### src/rtl/fetch_seq.sv
module fetch_seq #(
  parameter int AW = 8,
  parameter int DW = 16,
  parameter logic [DW-1:0] NOP = '0
) (
  input  logic          clk,
  input  logic          rst,
  input  logic          done_i,
  input  logic          jump_i,
  input  logic [AW-1:0] jump_tgt_i,
  input  logic          stall_i,
  input  logic [DW-1:0] mem_rdata_i,
  output logic [AW-1:0] mem_addr_o,
  output logic          mem_rd_o,
  output logic [AW-1:0] pc_o,
  output logic [DW-1:0] cir_o
);
  logic [AW-1:0] pc_q, mar_q;
  logic [DW-1:0] mdr_q, cir_q;
  logic          mdr_v, pend;

  wire take  = done_i && !jump_i && !stall_i && mdr_v;
  wire issue = !jump_i && !stall_i && !pend && (!mdr_v || take);

  always_ff @(posedge clk) begin
    if (rst) begin
      pc_q  <= '0;
      mar_q <= '0;
      mdr_q <= '0;
      mdr_v <= 1'b0;
      pend  <= 1'b0;
      cir_q <= NOP;
    end else if (jump_i) begin
      pc_q  <= jump_tgt_i;
      mdr_v <= 1'b0;
      pend  <= 1'b0;
      cir_q <= NOP;
    end else begin
      if (take) mdr_v <= 1'b0;
      if (pend) begin
        mdr_q <= mem_rdata_i;
        mdr_v <= 1'b1;
        pend  <= 1'b0;
      end
      if (issue) begin
        mar_q <= pc_q;
        pc_q  <= pc_q + 1'b1;
        pend  <= 1'b1;
      end
      if (done_i) cir_q <= take ? mdr_q : NOP;
    end
  end

  assign mem_addr_o = mar_q;
  assign mem_rd_o   = pend;
  assign pc_o       = pc_q;
  assign cir_o      = cir_q;

  p_reset_r1: assert property (@(posedge clk)
    rst |=> (pc_q == '0 && cir_q == NOP && !pend));

  p_pc_step_r2: assert property (@(posedge clk) disable iff (rst)
    issue |=> (mar_q == $past(pc_q) && pc_q == $past(pc_q) + 1'b1 && pend));

  p_capture_r3: assert property (@(posedge clk) disable iff (rst)
    (pend && !jump_i) |=> (mdr_v && mdr_q == $past(mem_rdata_i)));

  p_xfer_r4: assert property (@(posedge clk) disable iff (rst)
    take |=> (cir_q == $past(mdr_q)));

  p_empty_nop_r5: assert property (@(posedge clk) disable iff (rst)
    (done_i && !mdr_v) |=> (cir_q == NOP));

  p_hold_r6: assert property (@(posedge clk) disable iff (rst)
    (!done_i && !jump_i && !stall_i) |=> $stable(cir_q));

  p_jump_r7: assert property (@(posedge clk) disable iff (rst)
    jump_i |=> (pc_q == $past(jump_tgt_i) && !mdr_v && !pend));

  p_jump_wins_r8: assert property (@(posedge clk) disable iff (rst)
    (jump_i && done_i) |=> (cir_q == NOP));

  p_stall_r9: assert property (@(posedge clk) disable iff (rst)
    (stall_i && !jump_i) |=> !pend);

  p_overlap_r10: assert property (@(posedge clk) disable iff (rst)
    (take && !pend) |=> pend);
endmodule

### config.mk
export PLATFORM = sky130hd
export DESIGN_NAME = fetch_seq
export DESIGN_NICKNAME = d
export VERILOG_FILES = /design/src/rtl/fetch_seq.sv
export SDC_FILE = /design/constraint.sdc
export NUM_CORES = 1
export LEC_CHECK = 0
export BUFFER_PORTS_ARGS = -buffer_cell sky130_fd_sc_hd__buf_4
export CORE_MARGIN = 10
export CORE_UTILIZATION = 46
export CTS_CLUSTER_DIAMETER = 80
export DETAILED_ROUTE_END_ITERATION = 10
export PLACE_DENSITY = 0.73
export SYNTH_ARGS = -nofsm -noshare
export SYNTH_HDL_FRONTEND = slang
export SYNTH_SLANG_ARGS = --single-unit
### constraint.sdc
create_clock -name clk -period 2.9 [get_ports clk]
set_input_delay 0.87 -clock clk [delete_from_list [all_inputs] [get_ports clk]]
set_output_delay 0.87 -clock clk [all_outputs]
set_load 0.01 [all_outputs]
# ---- Word level (Yosys, flattened, before mapping)
# Index checks and enable logic that the tools add are counted.
dict set report word_totals {
  ramBits 0
  register_bits 50
  word_cells 30
  in_bits 29
  romBits 0
  latch_bits 0
  mem_count 0
}
dict set report classes {
  add_sub_neg 1
  mux 6
  reduce_logical 16
  n_div 0
  bitwise 1
  shifts 0
  n_mul 0
  order_cmp 0
  n_eq_ne 0
}
# op count
set ops {}
lappend ops {{$mux 16} 1}
lappend ops {{$mux 8} 2}
lappend ops {{$add 8x1->8 const B} 1}
lappend ops {{$logic_and 1x1->1} 6}
lappend ops {{$logic_not 1->1} 4}
lappend ops {{$reduce_and 2->1} 2}
lappend ops {{$reduce_bool 2->1} 2}
lappend ops {{$mux 1} 3}
lappend ops {{$reduce_or 2->1} 1}
lappend ops {{$logic_or 1x1->1} 1}
lappend ops {{$not 1->1} 1}

# ---- Logic depth before layout (Yosys ltp)
dict set report depth {
  depth_word 8
  depth_mapped 5
  mapped_depth_nobuf 5
}

# ---- Worst setup path before layout
# Ideal clock, no wire load.
dict set report synth_timing {
  kind {input-to-reg}
  start {input stall_i}
  end {register mar_q[0], in the netlist mem_addr_o[0]}
  setup_slack_ns 0.906
  arrival_ns 1.866
  t_required_ns 2.772
  setup_time_ns 0.128
  path_stages 5
  path_cell_list {or2_1 buf_6 nor3_4 mux2i_1 nor2_1}
}
dict set report synth_via {
  elab_chain_len 6
}
# item line_no
set synth_rtl {}
lappend synth_rtl {{start, declared} 11} ;# input logic stall_i,
lappend synth_rtl {{$logic_not 1->1 (*)} {22, 23}}
lappend synth_rtl {{$logic_and 1x1->1 (2 in a row)} 22} ;# wire take = done_i && !jump_i && !stall_i && mdr_v;
lappend synth_rtl {{$logic_or 1x1->1} 23} ;# wire issue = !jump_i && !stall_i && !pend && (!mdr_v || take);
lappend synth_rtl {{$logic_and 1x1->1 (*)} 23}
lappend synth_rtl {{$reduce_and 2->1 (no line) (*)} --}
lappend synth_rtl {{end signal, assigned} 46} ;# mar_q <= pc_q;
lappend synth_rtl {{end, declared} 18} ;# logic [AW-1:0] pc_q, mar_q;
# Every way passes the cells marked *; elsewhere a longest branch is shown, timed or not.
# A chain may end at the register's enable or synchronous reset.

# ---- Worst setup path after layout
dict set report layout_timing {
  start {input stall_i}
  end {register mar_q[3], in the netlist mem_addr_o[3]}
}
# Same word-level chain as after synthesis.

==> results_dict.tcl <==
set metrics [dict create \
    fp.dieH_um 85.31 \
    pin_count 62 \
    dr.pass1.iters 5 \
    yosys_register_bits 50 \
    finalSetupViolations 0 \
    maxCapViolations 0 \
    tightest_slew_ps 554.6 \
    power.density_nw_per_um2 516.9 \
    synth_seq_area_share 0.5102 \
    ant_nets 0 \
    die_x_um 85.31 \
    timing.fmax_mhz 502.6 \
    synthCells 227 \
    final_common_cell "buf_4" \
    gp_congestion 0.7788 \
    vias 1681 \
    status "complete, no violations" \
    placed_area_um2 2450 \
    antenna_found_initial 0 \
    dieArea_um2 7277 \
    worstSetupPathType "primary input to register" \
    skew_ps 8.871 \
    fin_area_um2 2559 \
    std_cell_rows 23 \
    routedWlPerCell_um 14.41 \
    grt_max_degree 34 \
    synth-main-ff-cell "dfxtp_1" \
    cts-root-buf "clkbuf_8" \
    place_hpwl_mm 3.410 \
    drc_errors 0 \
    ys_types 28 \
    drt-vias-per-instance 4.988 \
    synth-edff-count 0 \
    cts_tree "yes" \
    setup.worst_path.start_class "primary input" \
    end_kind "register" \
    seq_area_um2 1001 \
    n_antenna_cell 0 \
    setup_tns_ps 0 \
    cts_setup_buffers 0 \
    cts_max_path_buffers 2 \
    report.final.hold_viol_count 0 \
    syn_nets 257 \
    synth-async-reset-ratio 0 \
    area_delta_synth_final_pct 30.42 \
    crit_fanout 10 \
    dr.first_iter.drc_count 74 \
    hold_path.class "register to register" \
    cts_buffers 5 \
    multi_input_area_um2 890.9 \
    crit_arrival_ps 2170 \
    period_needed_ps 1990 \
    cts_resized 0 \
    core_um2 4058 \
    whs_ps 456.4 \
    h-tree-depth 2 \
    gr-total-overflow 0 \
    grt_pass1_vias 1705 \
    drive_above_1_share 0.2753 \
    period_share 0.6861 \
    leakage_nw 1.013 \
    drv_slew 0 \
    port_buffers 61 \
    synth.avg_cell_area_um2 8.643 \
    clk_latency_ps 300 \
    grtUsageTotal 0.1311 \
    routed_wl_mm 4.857 \
    power_mw 1.323 \
    clk_pin_slew_ps 90 \
    clkSinkCount 50 \
    layout.nets 316 \
    yosysWarnings 0 \
    start_util 0.4835 \
    rsz0062_at_grt "no" \
    cp.required_ps 3080 \
    maxSlewHeadroom 0.6294 \
    syn_area_um2 1962 \
    final_cell_mix "buf_4, dfxtp_1, nand2_1, a21oi_1, nor2_1" \
    hold_buffers 0 \
    fillers 388 \
    grt_pass1_wl_mm 7.969 \
    vdd_ir_drop_max_v 0.0003716 \
]
-- cells in the mapped netlist (all sizes together), types with 4 or more instances --
cell type	number	share of area
nand3	4	0.010
a211oi	5	0.019
buf	5	0.017
clkbuf	8	0.015
nor2b	18	0.057
dfxtp	50	0.51
mux2i	8	0.041
nor2	32	0.061
a21oi	35	0.089
nor3	5	0.018
nand2	35	0.067
xnor2	7	0.031
-- final timing paths --
path              startpoint             to  slack (ps)  depth (start not counted)
setup / recovery     stall_i  mem_addr_o[3]         910                          5
hold / removal      mdr_q[6]       mdr_q[6]         460                          2
setup reg to reg    mem_rd_o  mem_addr_o[3]        1200                          4
hold reg to reg     mdr_q[6]       mdr_q[6]         460                          2
-- critical path, cell delays in order --
cell	delay (ps)
buf_4	110
or2_1	360
nor3_4	520
mux2i_1	250
nor2_1	60
-- final cells by class --
class                   count  share of cell area
well taps                  50             0.02445
flip-flops and latches     50              0.3912
repair buffers             65              0.1907
clock buffers               5             0.02689
clock inverters             3             0.01565
multi-input cells         162              0.3482
inverters                   2            0.002934
-- report_power, final --
group | switching, mW | total, mW | internal (mW) | leakage [nW]
combinational | 0.0613 | 0.125 | 0.0636 | 0.549
sequential | 0.0200 | 0.723 | 0.703 | 0.406
clock | 0.220 | 0.474 | 0.254 | 0.0579
total | 0.302 | 1.32 | 1.02 | 1.01
-- per-stage QoR --
step / utilization / std cells / setup slack, ps
after global placement: 0.6038 / 329 / 657.3
after CTS: 0.6306 / 337 / 925.2
after floorplan: - / 227 / 906.4
after detailed placement: 0.6038 / 329 / 616.8
final: 0.6306 / 337 / 910.4
after global routing: 0.6306 / 337 / 820.0
-- state kept, by name, summed over array words and instances, names as in the netlist --
name and flops:
pc_o 8, mem_rd_o 1, cir_o 16, mdr_q 16
mdr_v 1, mem_addr_o 8
-- cell families after synthesis --
kind of cell    synth area share
xor+xnor                 0.03125
simple gates              0.2526
mux                      0.04082
flops                     0.5102
fa+ha+maj               0.006377
buf+inv                  0.03571
compound gates            0.1231
-- per-layer routing --
metal,track usage,vias up,part of all wire
met1,0.1515,772,0.44
met2,0.2125,36,0.47
met4,0.04491,0,0.011
met3,0.05449,6,0.078
li1,-,867,-
met5,0,-,0
No activity file was read; power rests on OpenSTA's default activity.
